**src/rtl/loop_agu_pkg.sv**
```systemverilog
package loop_agu_pkg;
  localparam int NUM_ARR = 3;
  localparam int SEL_W   = 2;

  // Configuration word indices; array k owns words REG_ARR_BASE+2k and +2k+1.
  localparam int REG_CTRL     = 0;
  localparam int REG_BOUND    = 1;
  localparam int REG_COUNT    = 2;
  localparam int REG_ARR_BASE = 4;

  typedef enum logic [1:0] {
    ST_IDLE,
    ST_ISSUE,
    ST_WAIT,
    ST_STROBE
  } seqState_t;

  // Strobes sent from the sequencer to the datapath.
  typedef struct packed {
    logic             init;      // load pointers from bases, clear count
    logic             capture;   // response for array sel has arrived
    logic [SEL_W-1:0] sel;       // array currently addressed
    logic             iterDone;  // one iteration completed
  } ctrlStrobe_t;

  // Lowest enabled array index at or above fromIdx; MSB flags success.
  function automatic logic [SEL_W:0] pickEnabled(input logic [NUM_ARR-1:0] en,
                                                 input int fromIdx);
    logic [SEL_W:0] res;
    res = '0;
    for (int k = NUM_ARR - 1; k >= 0; k--) begin
      if (k >= fromIdx && en[k]) res = {1'b1, SEL_W'(k)};
    end
    return res;
  endfunction
endpackage

```
**src/rtl/loop_agu_dpath.sv**
```systemverilog
module loop_agu_dpath
  import loop_agu_pkg::*;
#(
  parameter int ADDR_W   = 32,
  parameter int DATA_W   = 32,
  parameter int ITER_W   = 16,
  parameter int STRIDE_W = 16,
  parameter int CFG_AW   = 4
) (
  input  logic                           clk,
  input  logic                           rstN,
  input  logic                           cfgWrEn,
  input  logic [CFG_AW-1:0]              cfgAddr,
  input  logic [ADDR_W-1:0]              cfgWrData,
  output logic [ADDR_W-1:0]              cfgRdData,
  input  logic [2:0]                     statusBits,
  input  ctrlStrobe_t                    strb,
  input  logic [DATA_W-1:0]              memRspData,
  output logic [ADDR_W-1:0]              reqAddr,
  output logic [NUM_ARR-1:0]             arrEn,
  output logic [NUM_ARR-1:0][DATA_W-1:0] fabData,
  output logic                           lastIter,
  output logic                           boundZero
);
  localparam int PAD_W = ADDR_W - STRIDE_W - 1;

  logic [ITER_W-1:0] boundR;
  logic [ITER_W-1:0] iterCount;
  logic [NUM_ARR-1:0][ADDR_W-1:0]   baseQ;
  logic [NUM_ARR-1:0][ADDR_W-1:0]   ptrQ;
  logic [NUM_ARR-1:0][STRIDE_W-1:0] strideQ;

  always_ff @(posedge clk or negedge rstN) begin
    if (!rstN) begin
      boundR    <= '0;
      iterCount <= '0;
    end else begin
      if (cfgWrEn && cfgAddr == CFG_AW'(REG_BOUND)) boundR <= cfgWrData[ITER_W-1:0];
      if (strb.init) iterCount <= '0;
      else if (strb.iterDone) iterCount <= iterCount + 1'b1;
    end
  end

  for (genvar k = 0; k < NUM_ARR; k++) begin : g_arr
    localparam logic [CFG_AW-1:0] BASE_IDX = CFG_AW'(REG_ARR_BASE + 2 * k);
    localparam logic [CFG_AW-1:0] DESC_IDX = CFG_AW'(REG_ARR_BASE + 2 * k + 1);
    logic [ADDR_W-1:0]   baseR;
    logic [ADDR_W-1:0]   ptrR;
    logic [STRIDE_W-1:0] strideR;
    logic                enR;
    logic [DATA_W-1:0]   fabR;
    logic [ADDR_W-1:0]   strideExt;

    assign strideExt = {{(ADDR_W - STRIDE_W){strideR[STRIDE_W-1]}}, strideR};

    always_ff @(posedge clk or negedge rstN) begin
      if (!rstN) begin
        baseR   <= '0;
        ptrR    <= '0;
        strideR <= '0;
        enR     <= 1'b0;
        fabR    <= '0;
      end else begin
        if (cfgWrEn && cfgAddr == BASE_IDX) baseR <= cfgWrData;
        if (cfgWrEn && cfgAddr == DESC_IDX) begin
          strideR <= cfgWrData[STRIDE_W-1:0];
          enR     <= cfgWrData[STRIDE_W];
        end
        if (strb.init) ptrR <= baseR;
        else if (strb.capture && strb.sel == SEL_W'(k)) ptrR <= ptrR + strideExt;
        if (strb.capture && strb.sel == SEL_W'(k)) fabR <= memRspData;
      end
    end

    assign baseQ[k]   = baseR;
    assign ptrQ[k]    = ptrR;
    assign strideQ[k] = strideR;
    assign arrEn[k]   = enR;
    assign fabData[k] = fabR;
  end

  assign reqAddr   = ptrQ[strb.sel];
  assign lastIter  = ({1'b0, iterCount} + 1'b1) == {1'b0, boundR};
  assign boundZero = (boundR == '0);

  always_comb begin
    cfgRdData = '0;
    if (cfgAddr == CFG_AW'(REG_CTRL)) cfgRdData = ADDR_W'(statusBits);
    else if (cfgAddr == CFG_AW'(REG_BOUND)) cfgRdData = ADDR_W'(boundR);
    else if (cfgAddr == CFG_AW'(REG_COUNT)) cfgRdData = ADDR_W'(iterCount);
    for (int k = 0; k < NUM_ARR; k++) begin
      if (cfgAddr == CFG_AW'(REG_ARR_BASE + 2 * k)) cfgRdData = baseQ[k];
      if (cfgAddr == CFG_AW'(REG_ARR_BASE + 2 * k + 1))
        cfgRdData = {{PAD_W{1'b0}}, arrEn[k], strideQ[k]};
    end
  end
endmodule

```
**src/rtl/loop_agu_ctrl.sv**
```systemverilog
module loop_agu_ctrl
  import loop_agu_pkg::*;
(
  input  logic               clk,
  input  logic               rstN,
  input  logic               startWr,
  input  logic               clrIrqWr,
  input  logic [NUM_ARR-1:0] arrEn,
  input  logic               lastIter,
  input  logic               boundZero,
  input  logic               memReqReady,
  input  logic               memRspValid,
  input  logic               exitCond,
  output ctrlStrobe_t        strb,
  output logic               memReqValid,
  output logic               fabValid,
  output logic               busy,
  output logic               irq,
  output logic               exitByCond
);
  seqState_t        state, nextState;
  logic [SEL_W-1:0] selR, nextSel;
  logic [SEL_W:0]   firstPick, nextPick;
  logic             finish, finishCause;

  assign firstPick = pickEnabled(arrEn, 0);
  assign nextPick  = pickEnabled(arrEn, int'(selR) + 1);

  always_comb begin
    nextState     = state;
    nextSel       = selR;
    strb          = '0;
    strb.sel      = selR;
    memReqValid   = 1'b0;
    fabValid      = 1'b0;
    finish        = 1'b0;
    finishCause   = 1'b0;
    unique case (state)
      ST_IDLE: begin
        if (startWr) begin
          strb.init = 1'b1;
          if (boundZero) begin
            finish = 1'b1;
          end else if (firstPick[SEL_W]) begin
            nextState = ST_ISSUE;
            nextSel   = firstPick[SEL_W-1:0];
          end else begin
            nextState = ST_STROBE;
          end
        end
      end
      ST_ISSUE: begin
        memReqValid = 1'b1;
        if (memReqReady) nextState = ST_WAIT;
      end
      ST_WAIT: begin
        if (memRspValid) begin
          strb.capture = 1'b1;
          if (nextPick[SEL_W]) begin
            nextState = ST_ISSUE;
            nextSel   = nextPick[SEL_W-1:0];
          end else begin
            nextState = ST_STROBE;
          end
        end
      end
      ST_STROBE: begin
        fabValid      = 1'b1;
        strb.iterDone = 1'b1;
        if (lastIter || exitCond) begin
          finish      = 1'b1;
          finishCause = !lastIter;
          nextState   = ST_IDLE;
        end else if (firstPick[SEL_W]) begin
          nextState = ST_ISSUE;
          nextSel   = firstPick[SEL_W-1:0];
        end
      end
      default: nextState = ST_IDLE;
    endcase
  end

  always_ff @(posedge clk or negedge rstN) begin
    if (!rstN) begin
      state      <= ST_IDLE;
      selR       <= '0;
      irq        <= 1'b0;
      exitByCond <= 1'b0;
    end else begin
      state <= nextState;
      selR  <= nextSel;
      if (finish) begin
        irq        <= 1'b1;
        exitByCond <= finishCause;
      end else if (clrIrqWr) begin
        irq <= 1'b0;
      end
    end
  end

  assign busy = (state != ST_IDLE);
endmodule

```
**src/rtl/loop_agu.sv**
```systemverilog
module loop_agu
  import loop_agu_pkg::*;
#(
  parameter int ADDR_W   = 32,
  parameter int DATA_W   = 32,
  parameter int ITER_W   = 16,
  parameter int STRIDE_W = 16,
  parameter int CFG_AW   = 4
) (
  input  logic              clk,
  input  logic              rstN,
  input  logic              cfgWrEn,
  input  logic [CFG_AW-1:0] cfgAddr,
  input  logic [ADDR_W-1:0] cfgWrData,
  output logic [ADDR_W-1:0] cfgRdData,
  output logic              memReqValid,
  output logic [ADDR_W-1:0] memReqAddr,
  input  logic              memReqReady,
  input  logic              memRspValid,
  input  logic [DATA_W-1:0] memRspData,
  output logic [DATA_W-1:0] fabData0,
  output logic [DATA_W-1:0] fabData1,
  output logic [DATA_W-1:0] fabData2,
  output logic              fabValid,
  input  logic              exitCond,
  output logic              doneIrq
);
  ctrlStrobe_t                    strb;
  logic [NUM_ARR-1:0]             arrEn;
  logic [NUM_ARR-1:0][DATA_W-1:0] fabData;
  logic                           lastIter, boundZero;
  logic                           busy, exitByCond;
  logic                           ctrlWr, startWr, clrIrqWr;

  assign ctrlWr   = cfgWrEn && cfgAddr == CFG_AW'(REG_CTRL);
  assign startWr  = ctrlWr && cfgWrData[0];
  assign clrIrqWr = ctrlWr && cfgWrData[1];

  loop_agu_ctrl u_ctrl (
    .clk        (clk),
    .rstN       (rstN),
    .startWr    (startWr),
    .clrIrqWr   (clrIrqWr),
    .arrEn      (arrEn),
    .lastIter   (lastIter),
    .boundZero  (boundZero),
    .memReqReady(memReqReady),
    .memRspValid(memRspValid),
    .exitCond   (exitCond),
    .strb       (strb),
    .memReqValid(memReqValid),
    .fabValid   (fabValid),
    .busy       (busy),
    .irq        (doneIrq),
    .exitByCond (exitByCond)
  );

  loop_agu_dpath #(
    .ADDR_W  (ADDR_W),
    .DATA_W  (DATA_W),
    .ITER_W  (ITER_W),
    .STRIDE_W(STRIDE_W),
    .CFG_AW  (CFG_AW)
  ) u_dpath (
    .clk       (clk),
    .rstN      (rstN),
    .cfgWrEn   (cfgWrEn),
    .cfgAddr   (cfgAddr),
    .cfgWrData (cfgWrData),
    .cfgRdData (cfgRdData),
    .statusBits({exitByCond, doneIrq, busy}),
    .strb      (strb),
    .memRspData(memRspData),
    .reqAddr   (memReqAddr),
    .arrEn     (arrEn),
    .fabData   (fabData),
    .lastIter  (lastIter),
    .boundZero (boundZero)
  );

  assign fabData0 = fabData[0];
  assign fabData1 = fabData[1];
  assign fabData2 = fabData[2];
endmodule

```
**config.mk**
```make
export PLATFORM = sky130hd
export DESIGN_NAME = loop_agu
export DESIGN_NICKNAME = d
export VERILOG_FILES = /design/src/rtl/loop_agu_pkg.sv /design/src/rtl/loop_agu_dpath.sv /design/src/rtl/loop_agu_ctrl.sv /design/src/rtl/loop_agu.sv
export SDC_FILE = /design/constraint.sdc
export NUM_CORES = 1
export LEC_CHECK = 0
export BUFFER_PORTS_ARGS = -buffer_cell sky130_fd_sc_hd__buf_2
export CAP_MARGIN = 20
export CORE_UTILIZATION = 65
export CTS_CLUSTER_DIAMETER = 30
export CTS_CLUSTER_SIZE = 12
export DETAILED_ROUTE_END_ITERATION = 16
export PLACE_DENSITY = 0.9
export SLEW_MARGIN = 20
export SYNTH_ARGS = -nofsm -noshare
export SYNTH_HDL_FRONTEND = slang
export SYNTH_SLANG_ARGS = --single-unit
```
**constraint.sdc**
```tcl
create_clock -name clk -period 8.5 [get_ports clk]
set_input_delay 0.85 -clock clk [delete_from_list [all_inputs] [get_ports clk]]
set_output_delay 0.85 -clock clk [all_outputs]
set_load 0.01 [all_outputs]
```
After elaboration in Yosys (flattened, before gate mapping)
Index checks and enable logic that the tools add are counted.
{"block": "classes", "add_sub_neg": 6, "magnitude_cmp": 4, "eq_ne": 21, "n_mux": 55, "reduce_logical": 31}
{"op": "$mux W32", "n": 15}
{"op": "$add A32 B32 Y32", "n": 3}
{"op": "$bmux W32 S2", "n": 1}
{"op": "$mux W16", "n": 3}
{"op": "$ge A1 B32 Y1 const A", "n": 1}
{"op": "$ge A2 B32 Y1 const A", "n": 1}
{"op": "$ge A3 B32 Y1 const A", "n": 1}
{"op": "$mux W2", "n": 14}
{"op": "$mux W3", "n": 6}
{"op": "$add A16 B1 Y17 const B", "n": 1}
{"op": "$eq A17 B16 Y1", "n": 1}
{"op": "$add A16 B1 Y16 const B", "n": 1}
{"op": "$eq A4 B3 Y1 const B", "n": 4}
{"op": "$logic_and A1 B1 Y1", "n": 16}
{"op": "$logic_not A16 Y1", "n": 1}
{"op": "$mux W1", "n": 13}
{"op": "$reduce_bool A2 Y1", "n": 6}
{"op": "$ne A2 B2 Y1 const B", "n": 5}
{"op": "$eq A4 B4 Y1 const B", "n": 2}
{"op": "$pmux W2 S4", "n": 1}
{"op": "$eq A2 B2 Y1 const B", "n": 3}
{"op": "$pmux W2 S3", "n": 1}
{"op": "$reduce_and A6 Y1", "n": 1}
{"op": "$reduce_and A5 Y1", "n": 1}
{"op": "13 further kinds", "n": 15}
{"block": "word_totals", "reg_bits": 377, "in_bits": 74, "word_cells": 138}

Logic depth before layout (Yosys ltp)
Gate-level depths: netlist of run 1.
{"block": "depth", "depth_word": 10, "ltp_mapped": 13}

Cells and area by module
Synthesis of run 1 repeated with hierarchy kept, for this count alone.
{"block": "hier_totals", "hier_cells": 2459, "area_unflattened_um2": 22360.2}
{"module": "loop_agu_dpath", "area_per_inst_um2": 21793.4, "n_inst": 1, "cells_per_inst": 2395}
{"module": "loop_agu_ctrl", "area_per_inst_um2": 540.5, "n_inst": 1, "cells_per_inst": 59}
{"module": "loop_agu", "area_per_inst_um2": 26.3, "n_inst": 1, "cells_per_inst": 5}

Worst setup path before layout of run 1
OpenSTA, ideal clock, no wires.
{"block": "synth_timing", "path_type": "input -> output", "startpoint": "input cfgAddr[2]", "endpoint": "output cfgRdData[6]", "n_path_buf": 2, "path_stages": 10, "t_arrival_ns": 2.526, "t_required_ns": 7.650, "path_slack_ns": 5.124, "path_cell_list": "clkbuf_1 -> nand2b_1 -> nor3_1 -> clkbuf_1 -> a222oi_1 -> a21oi_1 -> a21oi_1 -> a21oi_1 -> a21oi_1 -> a21oi_1"}
{"block": "synth_between", "elab_chain_len": 10, "elab_cells_between_ends": 18, "cone_classes": "8 x eq/ne; 9 x mux; 1 x reduce/logical"}
{"item": "start: declaration", "line": "loop_agu.sv:13", "text": "input logic [CFG_AW-1:0] cfgAddr,"}
{"item": "$eq A4 B2 Y1", "line": "loop_agu_dpath.sv:90", "text": "else if (cfgAddr == CFG_AW'(REG_COUNT)) cfgRdData = ADDR_W'(iterCount);"}
{"item": "$mux W16", "line": "loop_agu_dpath.sv:90"}
{"item": "$mux W32", "line": "loop_agu_dpath.sv:89", "text": "else if (cfgAddr == CFG_AW'(REG_BOUND)) cfgRdData = ADDR_W'(boundR);"}
{"item": "$mux W32", "line": "loop_agu_dpath.sv:88", "text": "if (cfgAddr == CFG_AW'(REG_CTRL)) cfgRdData = ADDR_W'(statusBits);"}
{"item": "$mux W32", "line": "loop_agu_dpath.sv:92", "text": "if (cfgAddr == CFG_AW'(REG_ARR_BASE + 2 * k)) cfgRdData = baseQ[k];"}
{"item": "$mux W32", "line": "loop_agu_dpath.sv:93", "text": "if (cfgAddr == CFG_AW'(REG_ARR_BASE + 2 * k + 1))"}
{"item": "$mux W32", "line": "loop_agu_dpath.sv:92"}
{"item": "$mux W32", "line": "loop_agu_dpath.sv:93"}
{"item": "$mux W32", "line": "loop_agu_dpath.sv:92"}
{"item": "$mux W32 (*)", "line": "loop_agu_dpath.sv:93"}
{"item": "end: declaration", "line": "loop_agu.sv:15", "text": "output logic [ADDR_W-1:0] cfgRdData,"}
Every way passes the cells marked *; elsewhere a longest branch is shown, timed or not.

Worst setup path in the final report of run 1
{"block": "layout_timing", "startpoint": "input cfgAddr[1]", "endpoint": "output cfgRdData[7]"}
Same word-level chain as after synthesis.

==> reports/qor_table.md, run 1 <==
| Step | Result | This run |
| --- | --- | --- |
| timing | Max_slew headroom | 23.0% |
| placed design | Final estimated routing congestion in global placement | 0.984 |
| synthesis | Yosys reg bits | 377 |
| synthesis | Number of enable-type register cells in the synthesized netlist | 0 |
| timing | Setup repair after global routing missed its margin | no |
| pwr | Clock power share | 30.8% |
| grt | Number of antenna violations at the first check in global routing | 2 |
| synthesis | Per-instance average area after synthesis | 8.99 sq um |
| pwr | Fraction of power spent switching nets | 40.6% |
| timing | Actual slew at the worst max-slew pin | 1.15 ns |
| setup path | Crit Path Class | in -> out |
| clock network | Count of hold buffers inserted by post-cts repair | 0 |
| outcome | Run status | complete, no violations |
| setup path | Launch point of the critical path | cfgAddr[1] |
| final layout | Area added between synthesis and finish | 19.0% |
| clock network | Clock tree from TritonCTS | built |
| job | Total of max-cap violations | 0 |
| detailed routing | Detailed-router iteration count before antenna repair | 9 |
| placed design | Total placed cells including tap cells | 3,037 |
| final layout | Final Net Count | 2,845 |
| timing | Total Neg Setup Slack | 0 ns |
| floorplan | Core Area | 0.0335 sq mm |
| synthesis | Portion of the post-synthesis area used by sequential elements | 42.5% |
| grt | Via count of the first global-routing pass | 21.7k |
| setup path | Data arrival time of the critical path | 3.39 ns |
| floorplan | Initial cell density of the core | 66.1% |
| synthesis | Synthesized netlist cell count | 2,466 |
| timing | Hold slack | 0.305 ns |
| detailed routing | DR vias/cell | 6.85 |
| grt | Overflow after GRT | 0 |
| detailed routing | DRC violation count after routing | 0 |
| grt | Overall track demand over capacity in global routing | 43.4% |
| detailed routing | DR WL/cell | 24.0 um |
| clock network | Clock Root Buffer | clkbuf_16 |
| placed design | Worst-case setup slack after placement | 4.57 ns |
| clock network | Clock-pin slew reported for the worst setup and hold paths after clock tree synthesis | 0.04 ns |
| setup path | Critical Path Source Type | input port |
| timing | Final hold vios | 0 |
| timing | Top achievable clock speed | 236 MHz |
| synthesis | Synth unique cells | 79 |
| pwr | Pwr Density | 393 mW/mm^2 |
| synthesis | Share of async-settable or async-resettable flops after synthesis | 100% |
| timing | Ratio of final minimum period to clock period | 49.9% |
| placed design | I/O Buffers | 236 |
| placed design | Post-placement cell area | 0.0236 sq mm |
| grt | First-pass GRT wire length | 119,000 um |
| timing | Clk_skew | 0.0231 ns |
| setup path | Beginning of the worst register-to-register path | u_dpath.g_arr[2].strideR[0]$_DFFE_PN0P_ |
| setup path | Required @ worst endpoint | 7.65 ns |
| setup path | Type of element capturing the critical path | output port |
| grt | Pin count of the biggest net entering global routing | 150 |
| clock network | Clock network latency to the later pin of the worst-skew pair | 0.60 ns |
| clock network | Post-CTS setup buffers | 0 |
| synthesis | Primary flip-flop cell chosen by synthesis mapping | dfrtp_1 |
| setup path | Highest net fanout along the worst path | 14 |
| synthesis | Cell Area, Synth | 0.0222 sq mm |
| pwr | Switching power total | 4.21 mW |
| pwr | Share of power burned in combinational logic | 39.1% |
| final layout | Final design instance area without fill | 0.0264 sq mm |
| detailed routing | DRT iter0 DRCs | 2,949 |
| clock network | Number of resized instances in the post-cts repair step | 0 |
| clock network | H-Tree Depth | 3 |
| final layout | Post-route non-filler standard cell count | 3,184 |
| worst hold path | Worst hold-check path type | in -> async |
| floorplan | Die H | 187 um |
| pwr | Cell internal pwr | 6.15 mW |
| floorplan | Number of ports placed on the die boundary | 237 |
| timing | Min setup slack post-route | 4.26 ns |
| detailed routing | Via count | 21.8k |
| floorplan | Floorplan die area | 0.0349 sq mm |
| pwr | Sequential group share of total power | 30.1% |
| pwr | Max rail drop VDD | 0.000270 V |
| synthesis | Synthesized Nets | 2,641 |
| final layout | Most frequent cells in the layout | nand2_1 (490), dfrtp_1 (376), buf_2 (236) |
| clock network | Number of clock sinks | 377 |
| floorplan | Die span in x | 187 um |
| timing | Number of slew-limit violations in the final report | 0 |
| detailed routing | Routed Antenna Nets | 0 |
| floorplan | Row cnt | 67 |
| clock network | Clock tree buffer depth | 3 |
| final layout | Leading cell type in the layout, fill and taps excluded | nand2_1 |
| final layout | Layout cell share with drive strength beyond 1 | 22.0% |
| detailed routing | Total wire length | 76,300 um |
| placed design | Detailed-placement wirelength estimate | 48,200 um |
| timing | Crit path time final | 4.24 ns |
| synthesis | Synth warn | 0 |
| pwr | Total leakage power | 12.9 nW |
| timing | Number of setup violations in the final report | 0 |
| clock network | CTS buffer count | 78 |
## area by class of cell
class / instances / area [sq um]
multi-input cells: 1896 / 12000
clock buffers: 92 / 2130
repair buffers: 260 / 1380
fillers: 2030 / 7150
flip-flops and latches: 377 / 9440
clock inverters: 53 / 622
inverters: 57 / 214
well taps: 448 / 561
diodes: 1 / 2.50
## flip-flops by register name, indices dropped and copies added (netlist names)
register,count
u_dpath.g_arr.baseR,96
u_dpath.g_arr.fabR,96
u_dpath.g_arr.ptrR,96
u_dpath.g_arr.strideR,48
u_dpath.boundR,16
u_dpath.iterCount,16
u_dpath.g_arr.enR,3
u_ctrl.selR,2
u_ctrl.state,2
u_ctrl.exitByCond,1
u_ctrl.irq,1
## cell usage after synthesis, drive strengths merged, types with 5 or more instances
cell	n	area share, %
nand4	21	0.59
xnor2	52	2.1
and2	12	0.34
o31ai	8	0.29
mux2	164	8.3
clkbuf	111	2.0
nor4	10	0.28
nand2	494	8.4
xor2	41	1.6
dfrtp	377	43
buf	25	0.56
a311oi	7	0.28
a31oi	40	1.1
nor3	33	0.74
o31a	6	0.24
inv	57	0.96
a22oi	5	0.17
o21ai	136	3.1
or3	8	0.23
nor2	184	3.1
nand3	38	0.86
or2	8	0.23
and3	32	0.93
a21o	50	1.7
a21boi	6	0.20
ha	98	5.5
a211oi	19	0.67
nor3b	7	0.26
and4	5	0.20
mux2i	43	1.9
nand2b	15	0.42
a21oi	226	5.1
a222oi	31	1.4
nor2b	18	0.51
o21a	14	0.48
o21bai	14	0.47
## worst paths after layout
kind	endpoint	slack, ns	cells past startpoint
max	cfgRdData[7]	4.26	11
min	u_ctrl.exitByCond$_DFFE_PN0P_	0.31	1
max reg2reg	u_dpath.g_arr[2].ptrR[30]$_DFFE_PN0P_	4.46	13
min reg2reg	u_dpath.g_arr[2].fabR[11]$_DFFE_PN0P_	0.47	2
max in group asynchronous	u_dpath.g_arr[1].ptrR[27]$_DFFE_PN0P_	6.81	2
min in group clk	u_dpath.g_arr[2].fabR[11]$_DFFE_PN0P_	0.47	2
## through the flow
stage | utilization (%) | total power [mW]
3_5_place_dp | 70.4 | 6.91
2_1_floorplan | - | 5.62
3_3_place_gp | 70.4 | 6.73
5_1_grt | 78.7 | 10.8
4_1_cts | 78.6 | 10.2
6_report | 78.7 | 10.4
## worst max-delay path: stages
cell and delay [ns]:
buf_2 0.25, nand2b_1 0.17, nor3_1 0.05, buf_4 0.20, a222oi_1 1.00, a21oi_1 0.16, a21oi_1 0.20, a21oi_1 0.10
a21oi_1 0.15, a21oi_1 0.09, buf_2 0.16
## logic make-up after synthesis
| group | share of synthesized area (%) |
|---|---|
| AO/OA/AOI/OAI | 16.9 |
| XOR/XNOR | 3.67 |
| adder cells (fa/ha/maj) | 5.80 |
| buffers and inverters | 3.52 |
| flip-flops | 42.5 |
| multiplexers | 10.3 |
| AND/OR/NAND/NOR | 17.3 |
## per-layer routing
layer	share of wire (%)	track usage (%)	routed length, um
met5	0.022	0	17
met4	7.9	34.5	6010
met3	12	11.4	8900
met2	46	68.1	35000
met1	35	50.8	26400
## power by group through the flow
stage / combinational (mW) / clock (mW) / sequential [mW]
floorplan: 2.70 / 0 / 2.93
global placement: 3.69 / 0 / 3.04
detailed placement: 3.85 / 0 / 3.07
CTS: 3.95 / 3.19 / 3.07
global route: 4.39 / 3.28 / 3.15
finish: 4.05 / 3.19 / 3.12
Note: power is estimated with default switching activity, not from simulation.
==> run 2: changes to the inputs <==
--- a/config.mk
+++ b/config.mk
@@ -5,13 +5,14 @@
 export SDC_FILE = /design/constraint.sdc
 export NUM_CORES = 1
 export LEC_CHECK = 0
+export ABC_AREA = 1
 export BUFFER_PORTS_ARGS = -buffer_cell sky130_fd_sc_hd__buf_2
 export CAP_MARGIN = 20
-export CORE_UTILIZATION = 65
+export CORE_UTILIZATION = 60
 export CTS_CLUSTER_DIAMETER = 30
 export CTS_CLUSTER_SIZE = 12
 export DETAILED_ROUTE_END_ITERATION = 16
-export PLACE_DENSITY = 0.9
+export PLACE_DENSITY = 0.84
 export SLEW_MARGIN = 20
 export SYNTH_ARGS = -nofsm -noshare
 export SYNTH_HDL_FRONTEND = slang
==> constraint.sdc (replaced) <==
create_clock -name clk -period 4.4 [get_ports clk]
set_input_delay 0.44 -clock clk [delete_from_list [all_inputs] [get_ports clk]]
set_output_delay 0.44 -clock clk [all_outputs]
set_load 0.01 [all_outputs]
==> reports/qor_table.md, run 2 <==
| Step | Result | This run | Delta |
| --- | --- | --- | --- |
| pwr | Sequential group share of total power | 29.4% | -0.7 points |
| grt | Via count of the first global-routing pass | 21.9k | +0.92% |
| timing | Ratio of final minimum period to clock period | 77.1% |  |
| clock network | Count of hold buffers inserted by post-cts repair | 1 | +1 |
| final layout | Ant. Diodes | 0 | -1 |
| timing | Crit path time final | 3.39 ns |  |
| clock network | Clock network latency to the later pin of the worst-skew pair | 0.61 ns | about the same |
| setup path | Critical Path Source Type | flop |  |
| clock network | Clock tree buffer depth | 3 | unchanged |
| clock network | Clock tree from TritonCTS | built |  |
| placed design | Detailed-placement wirelength estimate | 58,500 um | +21% |
| timing | Total Neg Setup Slack | 0 ns | unchanged |
| final layout | Fin util | 73.9% | -4.8 points |
| synthesis | Synth top area share | 42.8% | +0.24 points |
| setup path | Type of element capturing the critical path | output port |  |
| synthesis | Most common cell in the synthesized netlist | nand2_1 |  |
| synthesis | Synthesized Nets | 3,055 | +16% |
| floorplan | Row cnt | 69 | +3.0% |
| synthesis | Cell Area, Synth | 0.0220 sq mm | -0.56% |
| clock network | CTS buffer count | 81 | +3.8% |
| synthesis | Largest family of logic cells by synthesized area | simple AND/OR/NAND/NOR gates |  |
| pwr | Pwr Density | 744 mW/mm^2 | +90% |
| pwr | Design Power | 19.7 mW | +90% |
| placed design | I/O Buffers | 236 | unchanged |
| timing | Max_slew headroom | 29.5% | +6.5 points |
| floorplan | Floorplan die area | 0.0375 sq mm | +7.6% |
| synthesis | Synthesized netlist cell count | 2,880 | +17% |
| final layout | Leading cell type in the layout, fill and taps excluded | nand2_1 |  |
| final layout | Area added between synthesis and finish | 20.0% |  |
| pwr | Clock power share | 31.9% | +1.1 points |
| grt | Overall track demand over capacity in global routing | 43.6% | +0.19 points |
| clock network | Number of clock sinks | 377 | unchanged |
| detailed routing | DR vias/cell | 6.25 | -8.7% |
| timing | Clk_skew | 0.0311 ns | +0.00803 ns |
| synthesis | Multiplexer share of the synthesized area | 0% | -10 points |
| timing | Number of slew-limit violations in the final report | 0 | unchanged |
| synthesis | Leading cell types by count after synthesis | nand2_1 (846), dfrtp_1 (377), o21ai_0 (349), inv_1 (325), a21oi_1 (143) |  |
| pwr | Max rail drop VDD | 0.000578 V | +110% |
| final layout | Most frequent cells in the layout | nand2_1 (842), dfrtp_1 (377), o21ai_0 (349) |  |
| floorplan | Number of ports placed on the die boundary | 237 | unchanged |
| clock network | Number of resized instances in the post-cts repair step | 0 | unchanged |
| synthesis | Per-instance average area after synthesis | 7.66 sq um | -15% |
| final layout | Layout cell share with drive strength beyond 1 | 13.8% | -8.2 points |
| job | Total of max-cap violations | 0 | unchanged |
| synthesis | Xor/xnor share of the synthesized area | 3.02% | -0.65 points |
| timing | Final hold vios | 0 | unchanged |
| synthesis | Adder and majority cell fraction of the synthesized area | 5.83% | +0.033 points |
| floorplan | Die span in x | 194 um | +3.7% |
| grt | Overflow after GRT | 0 | unchanged |
| synthesis | Synth unique cells | 45 | -43% |
| grt | First-pass GRT wire length | 126,000 um | +6.0% |
| synthesis | Area share of and/or/nand/nor cells after synthesis | 21.2% | +3.9 points |
| detailed routing | Routed Antenna Nets | 0 | unchanged |
| setup path | Crit Path Class | reg -> out |  |
| clock network | Clock-pin slew reported for the worst setup and hold paths after clock tree synthesis | 0.05 ns | about the same |
| detailed routing | Via count | 22.7k | +4.4% |
| detailed routing | DR WL/cell | 22.5 um | -6.2% |
| floorplan | Core Area | 0.0358 sq mm | +6.8% |
| final layout | Post-route non-filler standard cell count | 3,640 | +14% |
| setup path | Worst reg-to-reg setup slack | 1.30 ns | -3.16 ns |
| synthesis | Post-synthesis compound-gate area fraction | 19.5% | +2.6 points |
| pwr | Cell internal pwr | 11.5 mW | +87% |
| detailed routing | DRT iter0 DRCs | 3,102 | +5.2% |
| clock network | H-Tree Depth | 3 | unchanged |
| clock network | Post-CTS setup buffers | 0 | unchanged |
| timing | Number of setup violations in the final report | 0 | unchanged |
| synthesis | Synth warn | 0 | unchanged |
| grt | Number of antenna violations at the first check in global routing | 3 | +1 |
| detailed routing | DRC violation count after routing | 0 | unchanged |
| final layout | Largest registers ranked by flip-flop count | u_dpath.g_arr.baseR: 96 flops, u_dpath.g_arr.fabR: 96 flops, u_dpath.g_arr.ptrR: 96 flops |  |
| placed design | Total placed cells including tap cells | 3,493 | +15% |
| worst hold path | Worst hold-check path type | in -> reg |  |
| synthesis | Cell accounting for the most synthesized area | dfrtp_1 |  |
| synthesis | Primary flip-flop cell chosen by synthesis mapping | dfrtp_1 |  |
| setup path | Data arrival time of the critical path | 2.95 ns | -0.44 ns |
| timing | Hold slack | 0.118 ns | -0.187 ns |
| floorplan | Die H | 194 um | +3.7% |
| timing | Actual slew at the worst max-slew pin | 1.06 ns | -0.0971 ns |
| placed design | Final estimated routing congestion in global placement | 1.03 | +4.6% |
| timing | Setup repair after global routing missed its margin | no |  |
| synthesis | Share of async-settable or async-resettable flops after synthesis | 100% | unchanged |
| synthesis | Portion of the post-synthesis area used by sequential elements | 42.8% | +0.24 points |
| pwr | Fraction of power spent switching nets | 41.5% | +0.92 points |
| final layout | Final Net Count | 3,292 | +16% |
| timing | Top achievable clock speed | 295 MHz |  |
| synthesis | Top post-synthesis cells by area | dfrtp_1 (43%), nand2_1 (14%), o21ai_0 (7.9%) |  |
| pwr | Total leakage power | 13.6 nW | +5.1% |
| grt | Pin count of the biggest net entering global routing | 105 | -30% |
| floorplan | Initial cell density of the core | 61.5% | -4.6 points |
| detailed routing | Detailed-router iteration count before antenna repair | 7 | -2 |
| synthesis | Number of enable-type register cells in the synthesized netlist | 0 | unchanged |
| outcome | Run status | complete, no violations |  |
| pwr | Switching power total | 8.18 mW | +94% |
| synthesis | Yosys reg bits | 377 | unchanged |
| setup path | Required @ worst endpoint | 3.96 ns | -3.69 ns |
| detailed routing | Total wire length | 81,800 um | +7.3% |
| pwr | Share of power burned in combinational logic | 38.7% | -0.4 points |
| setup path | Highest net fanout along the worst path | 9 | -5 |
| clock network | Clock Root Buffer | clkbuf_16 |  |
## run 2: final timing paths
| check | startpoint | cells past startpoint | endpoint |
|---|---|---|---|
| max in group asynchronous | rstN | 3 | u_dpath.g_arr[1].ptrR[30]$_DFFE_PN0P_ |
| min in group asynchronous | rstN | 2 | u_dpath.g_arr[2].fabR[15]$_DFFE_PN0P_ |
| max | u_dpath.iterCount[0]$_DFFE_PN0P_ | 11 | cfgRdData[0] |
| max reg2reg | u_dpath.g_arr[0].strideR[0]$_DFFE_PN0P_ | 13 | u_dpath.g_arr[0].ptrR[24]$_DFFE_PN0P_ |
| min | exitCond | 3 | u_ctrl.exitByCond$_DFFE_PN0P_ |
| min reg2reg | u_dpath.g_arr[1].baseR[25]$_DFFE_PN0P_ | 2 | u_dpath.g_arr[1].baseR[25]$_DFFE_PN0P_ |
## run 2: stage by stage
step	area [sq um]	worst slack, ns
final	26500	1.01
after global routing	26500	0.875
after CTS	26400	1.09
after detailed placement	23600	1.26
after global placement	23600	1.29
after floorplan	22000	2.19
## run 2: area by class of cell
cell class              count  area [sq um]
multi-input cells        2063         11000
flip-flops and latches    377          9430
fillers                  2635          9370
clock buffers              96          2220
repair buffers            258          1400
inverters                 336          1260
clock inverters            49           606
well taps                 461           577
## run 2: kinds of logic after synthesis
logic type | Yosys count
buffers and inverters | 440
AO/OA/AOI/OAI | 736
AND/OR/NAND/NOR | 1153
adder cells (fa/ha/maj) | 101
XOR/XNOR | 73
flip-flops | 377
## run 2: metal layers
layer | vias to the layer above | GRT usage, % | part of all wire [%]
met5 | - | 0 | 0.012
met4 | 2 | 14.2 | 3.6
met3 | 243 | 15.3 | 14
met2 | 1618 | 64.9 | 43
met1 | 10800 | 59.6 | 39
li1 | 10100 | - | -
## run 2: power by group through the flow
stage	combinational [mW]	sequential (mW)	clock, mW
6_report	7.62	5.78	6.29
3_3_place_gp	7.14	5.64	0
3_5_place_dp	7.30	5.68	0
2_1_floorplan	4.86	5.53	0
4_1_cts	7.44	5.70	6.28
5_1_grt	8.34	5.86	6.45
## run 2: critical path, stage by stage, from the launching register on
cell	delay [ns]
dfrtp_1	0.56
inv_2	0.19
o21ai_0	0.11
a21oi_1	0.15
a21oi_1	0.09
a21oi_1	0.13
nand2_1	0.07
a21oi_1	0.17
nand3_1	0.13
a21oi_1	0.35
inv_1	0.19
buf_2	0.18
